[config.mk]
export PLATFORM = sky130hd
export DESIGN_NAME = multi_word_loader
export DESIGN_NICKNAME = d
export VERILOG_FILES = /design/src/rtl/mwl_pkg.sv /design/src/rtl/mwl_fsm.sv /design/src/rtl/mwl_cursor.sv /design/src/rtl/mwl_zext.sv /design/src/rtl/multi_word_loader.sv
export SDC_FILE = /design/constraint.sdc
export NUM_CORES = 1
export LEC_CHECK = 0
export BUFFER_PORTS_ARGS = -buffer_cell sky130_fd_sc_hd__buf_4
export CAP_MARGIN = 30
export CORE_ASPECT_RATIO = 1.4
export CORE_MARGIN = 4
export CORE_UTILIZATION = 48
export CTS_BUF_LIST = sky130_fd_sc_hd__clkbuf_8
export CTS_CLUSTER_SIZE = 16
export DETAILED_ROUTE_END_ITERATION = 7
export GPL_TIMING_DRIVEN = 0
export PLACE_DENSITY = 0.81
export SLEW_MARGIN = 10
export SYNTH_ARGS = -nofsm -noshare
export SYNTH_HDL_FRONTEND = slang
export SYNTH_SLANG_ARGS = --single-unit
[constraint.sdc]
create_clock -name clk -period 3.3 [get_ports clk]
set_input_delay 0.66 -clock clk [delete_from_list [all_inputs] [get_ports clk]]
set_output_delay 0.66 -clock clk [all_outputs]
set_load 0.02 [all_outputs]
[src/rtl/mwl_pkg.sv]
package mwl_pkg;

    typedef enum logic [1:0] {
        ST_IDLE = 2'd0,
        ST_REQ  = 2'd1,
        ST_WAIT = 2'd2,
        ST_DONE = 2'd3
    } mwl_state_e;

endpackage

[src/rtl/mwl_fsm.sv]
module mwl_fsm
    import mwl_pkg::*;
(
    input  logic clk,
    input  logic rst_n,
    input  logic start_i,
    input  logic mem_ready_i,
    input  logic at_last_i,
    output logic load_o,
    output logic step_o,
    output logic req_o,
    output logic we_o,
    output logic done_o
);

    mwl_state_e state_q, state_d;

    // state register
    always_ff @(posedge clk or negedge rst_n) begin
        if (!rst_n) state_q <= ST_IDLE;
        else        state_q <= state_d;
    end

    // next-state logic
    always_comb begin
        state_d = state_q;
        unique case (state_q)
            ST_IDLE: if (start_i)     state_d = ST_REQ;
            ST_REQ:  if (mem_ready_i) state_d = ST_WAIT;
            ST_WAIT: state_d = at_last_i ? ST_DONE : ST_REQ;
            ST_DONE: state_d = ST_IDLE;
            default: state_d = ST_IDLE;
        endcase
    end

    // output decode
    always_comb begin
        load_o = 1'b0;
        step_o = 1'b0;
        req_o  = 1'b0;
        we_o   = 1'b0;
        done_o = 1'b0;
        unique case (state_q)
            ST_IDLE: load_o = start_i;
            ST_REQ:  req_o  = 1'b1;
            ST_WAIT: begin
                we_o   = 1'b1;
                step_o = !at_last_i;
            end
            ST_DONE: done_o = 1'b1;
            default: ;
        endcase
    end

endmodule

[src/rtl/mwl_cursor.sv]
module mwl_cursor #(
    parameter int ADDR_W     = 64,
    parameter int IDX_W      = 5,
    parameter int STEP_BYTES = 4,
    parameter int LAST_IDX   = 31
) (
    input  logic              clk,
    input  logic              rst_n,
    input  logic              load_i,
    input  logic              step_i,
    input  logic [IDX_W-1:0]  first_i,
    input  logic [ADDR_W-1:0] base_i,
    output logic [IDX_W-1:0]  idx_o,
    output logic [ADDR_W-1:0] addr_o,
    output logic              at_last_o
);

    localparam logic [IDX_W-1:0]  LastIdx = IDX_W'(LAST_IDX);
    localparam logic [ADDR_W-1:0] Stride  = ADDR_W'(STEP_BYTES);

    logic [IDX_W-1:0]  idx_q;
    logic [ADDR_W-1:0] addr_q;

    always_ff @(posedge clk or negedge rst_n) begin
        if (!rst_n) begin
            idx_q  <= '0;
            addr_q <= '0;
        end else if (load_i) begin
            idx_q  <= first_i;
            addr_q <= base_i;
        end else if (step_i) begin
            idx_q  <= idx_q + 1'b1;
            addr_q <= addr_q + Stride;
        end
    end

    assign idx_o     = idx_q;
    assign addr_o    = addr_q;
    assign at_last_o = (idx_q == LastIdx);

endmodule

[src/rtl/mwl_zext.sv]
module mwl_zext #(
    parameter int WORD_W = 32,
    parameter int REG_W  = 64
) (
    input  logic [WORD_W-1:0] word_i,
    output logic [REG_W-1:0]  reg_o
);

    generate
        if (REG_W > WORD_W) begin : g_pad
            assign reg_o = {{(REG_W-WORD_W){1'b0}}, word_i};
        end else begin : g_same
            assign reg_o = word_i;
        end
    endgenerate

endmodule

[src/rtl/multi_word_loader.sv]
module multi_word_loader #(
    parameter  int NUM_REGS = 32,
    parameter  int ADDR_W   = 64,
    parameter  int WORD_W   = 32,
    parameter  int REG_W    = 64,
    localparam int IDX_W    = $clog2(NUM_REGS)
) (
    input  logic              clk,
    input  logic              rst_n,
    input  logic              start_i,
    input  logic [IDX_W-1:0]  first_reg_i,
    input  logic [ADDR_W-1:0] start_addr_i,
    output logic              rd_req_o,
    output logic [ADDR_W-1:0] rd_addr_o,
    input  logic              rd_ready_i,
    input  logic [WORD_W-1:0] rd_data_i,
    output logic              rf_we_o,
    output logic [IDX_W-1:0]  rf_idx_o,
    output logic [REG_W-1:0]  rf_data_o,
    output logic              done_o
);

    localparam int StepBytes = WORD_W / 8;
    localparam int LastIdx   = NUM_REGS - 1;

    logic load, step, at_last;

    mwl_fsm u_fsm (
        .clk         (clk),
        .rst_n       (rst_n),
        .start_i     (start_i),
        .mem_ready_i (rd_ready_i),
        .at_last_i   (at_last),
        .load_o      (load),
        .step_o      (step),
        .req_o       (rd_req_o),
        .we_o        (rf_we_o),
        .done_o      (done_o)
    );

    mwl_cursor #(
        .ADDR_W     (ADDR_W),
        .IDX_W      (IDX_W),
        .STEP_BYTES (StepBytes),
        .LAST_IDX   (LastIdx)
    ) u_cursor (
        .clk       (clk),
        .rst_n     (rst_n),
        .load_i    (load),
        .step_i    (step),
        .first_i   (first_reg_i),
        .base_i    (start_addr_i),
        .idx_o     (rf_idx_o),
        .addr_o    (rd_addr_o),
        .at_last_o (at_last)
    );

    mwl_zext #(
        .WORD_W (WORD_W),
        .REG_W  (REG_W)
    ) u_zext (
        .word_i (rd_data_i),
        .reg_o  (rf_data_o)
    );

endmodule

==> run_results.csv <==
group,metric,value,unit
setup_path,crit_type,"reg2reg",
finish,layout_common_cells,"buf_4 (240), dfrtp_1 (71), nand2_1 (66), nor2_1 (45), nand3_1 (41)",
power_and_ir_drop,ir_worst_vdd,0.4698,mV
run,cap_violations,0,
cts,ctsHoldBuffers,0,
cts,cts_made_buffers,9,
place,hpwl,14240,µm
place,dpl_worst_slack,0.4863,ns
sta,setup_viol,0,
finish,fillers,852,
synthesis,syn_inst,590,
sta,worst_pin_slew,0.8968,ns
power_and_ir_drop,power.leakage,3.091,nW
setup_path,setup.worst_path.start,"u_cursor.idx_o[0]$_DFFE_PN0P_",
setup_path,cp-end-kind,"flip-flop",
cts,worstSkewPairLatency,0.37,ns
synthesis,yosys_warnings,0,
die,die_w,94.11,µm
detailed_routing,firstDrtPassIters,5,
cts,clockBufferDepth,2,
synthesis,synth_area,4982,µm²
sta,fin_skew,0.01184,ns
sta,hold_violations,0,
finish,syn_to_final_growth,36.54,%
cts,clock-sinks,71,
sta,setup_ws,0.4231,ns
finish,fin_util,67.98,%
global_routing,grt_antenna_before_repair,0,
synthesis,yosys-top-cells-area,"dfrtp_1 (36%), buf_4 (9.6%), nand2_1 (5.0%)",
cts,cts_max_level,3,
finish,layout.nets,917,
setup_path,crit_required,3.59,ns
detailed_routing,wirelength,18410,µm
finish,diodes,0,
synthesis,async_flop_share,100.0,%
finish,final_layout_size_suffix_gt1_share,34.03,%
die,start_util,49.79,%
detailed_routing,vias_per_cell,5.994,
place,dp.cells,932,
cts,cts_root_buf,"clkbuf_8",
die,num_rows,43,
die,core,10010,µm²
setup_path,crit_path_start_kind,"flip-flop",
sta,rsz0062_at_grt,"false",
setup_path,ff2ff_setup_slack,0.42,ns
die,dieArea,12100,µm²
synthesis,synthFlopType,"dfrtp_1",
setup_path,crit_fanout,9,
synthesis,netlist-cell-type-count,56,
synthesis,synth_seq_cells,71,
finish,final_common_cell,"buf_4",
place,port-buffer-count,176,
sta,finalSetupTns,0,ns
cts,cts_tree,"built",
synthesis,synth_top_area_share,35.66,%
detailed_routing,drcViolationCount,0,
power_and_ir_drop,p_per_area,876.4,nW/µm²
finish,fin_cells,949,
setup_path,critPathCapture,"u_cursor.addr_o[28]$_DFFE_PN0P_",
synthesis,syn_avg_cell_area,8.445,µm²
sta,fin_crit_sh,87.18,%
sta,maxSlewHeadroom,39.66,%
global_routing,grt_max_degree,72,
detailed_routing,vias,5688,
setup_path,rr_endpoint,"u_cursor.addr_o[28]$_DFFE_PN0P_",
cts,cts_resized,0,
global_routing,grt_pass1_wl,28520,µm
setup_path,r2r_cells,9,
synthesis,synth_top_area_cell,"dfrtp_1",
sta,whs,0.2276,ns
place,place.gp.congestion,1.005,
setup_path,reg2reg_from,"u_cursor.idx_o[0]$_DFFE_PN0P_",
cts,clk_pin_slew,0.08,ns
die,ios,241,
global_routing,grt_pass1_vias,5610,
synthesis,yosysSeqAreaShare,35.66,%
sta,slew_violations,0,
outcome,status,"finished, final reports clean",
detailed_routing,ant_nets,0,
die,die_h,128.5,µm
sta,max_freq,347.6,MHz
setup_path,worstPathArrival,3.16,ns
cts,cts_setup_buffers,0,
detailed_routing,drt-initial-drc-count,519,
global_routing,track_usage,30.28,%
synthesis,synth_edf_count,0,
min_path,hold_path_class,"in2async",
sta,min_period,2.877,ns
detailed_routing,routedWlPerCell,19.40,µm
global_routing,overflow,0,
==> worst max-delay path, stage by stage (launching register included) <==
cell,delay [ns]
dfrtp_1,0.43
ha_1,0.23
and3_1,0.19
ha_1,0.23
or3b_1,0.37
buf_6,0.16
nor4_4,0.47
nand3_1,0.17
or3_1,0.37
a31oi_1,0.16
==> power breakdown <==
part / switching, mW / internal, mW / total [mW]
Sequential: 0.658 / 1.26 / 1.92
Clock: 0.347 / 0.352 / 0.699
Combinational: 2.04 / 1.31 / 3.35
Total: 3.04 / 2.92 / 5.96
==> stage by stage <==
| step | power, mW | area [µm²] |
|---|---|---|
| 2_1_floorplan | 3.798 | 5099 |
| 3_3_place_gp | 5.120 | 6589 |
| 3_5_place_dp | 5.212 | 6589 |
| 4_1_cts | 5.914 | 6783 |
| 5_1_grt | 6.343 | 6803 |
| 6_report | 5.962 | 6803 |
==> flip-flops by register name, indices dropped and copies added (netlist names) <==
name and cells:
u_cursor.addr_o 64, u_cursor.idx_o 5, u_fsm.state_q 2
==> cell type report <==
type / count / area (µm²) / area share (%)
tap: 135 / 168.9 / 2.483
sequential: 71 / 1777 / 26.12
timing repair buffer: 177 / 1341 / 19.72
clock buffer: 13 / 178.9 / 2.630
clock inverter: 3 / 15.01 / 0.2207
multi-input combinational: 453 / 2709 / 39.82
buffer: 92 / 594.3 / 8.736
inverter: 5 / 18.77 / 0.2759
==> Yosys cell counts, types with 6 or more instances <==
library cell / count
or4_1: 16
o211ai_1: 20
and3_1: 12
nor2_1: 45
o21ai_0: 20
clkbuf_1: 23
a21oi_1: 7
xor2_1: 13
nor4_1: 6
nand3_1: 41
a22oi_1: 23
nand4_1: 32
nor3_1: 23
nand2_1: 66
o22ai_1: 7
o21a_1: 7
a211oi_1: 10
dfrtp_1: 71
buf_4: 64
==> layer usage <==
| metal | wire length, µm | global-route usage [%] |
|---|---|---|
| met2 | 9274 | 52.03 |
| met5 | 0 | 0 |
| met4 | 843 | 16.50 |
| met3 | 1911 | 6.257 |
| met1 | 6377 | 34.96 |
==> kinds of logic (layout without fill, tap and decap cells) <==
kind of cell / after synthesis / after routing / synth area share [%]
and+or+nand+nor: 286 / 286 / 32.30
AOI/OAI and AO/OA: 113 / 113 / 15.52
buffers and inverters: 97 / 290 / 12.31
DFF: 71 / 71 / 35.66
xor gates and xnor gates: 17 / 17 / 2.988
adders and majority gates: 3 / 3 / 0.7535
muxes: 2 / 2 / 0.4018
other: 1 / 32 / 0.07527
==> worst min-delay path by stage <==
stage,from,endpoint,slack [ns],cells after the start
detailed placement,u_cursor.addr_o[0]$_DFFE_PN0P_,u_cursor.addr_o[0]$_DFFE_PN0P_,0.49,2
CTS,rst_n,u_cursor.addr_o[40]$_DFFE_PN0P_,0.45,1
finish,rst_n,u_cursor.addr_o[40]$_DFFE_PN0P_,0.23,1
global placement,u_cursor.addr_o[1]$_DFFE_PN0P_,u_cursor.addr_o[1]$_DFFE_PN0P_,0.47,2
floorplan,rst_n,u_cursor.addr_o[0]$_DFFE_PN0P_,0.36,0
global route,rst_n,u_cursor.addr_o[40]$_DFFE_PN0P_,0.26,1
(Power assumes the default switching activity.)
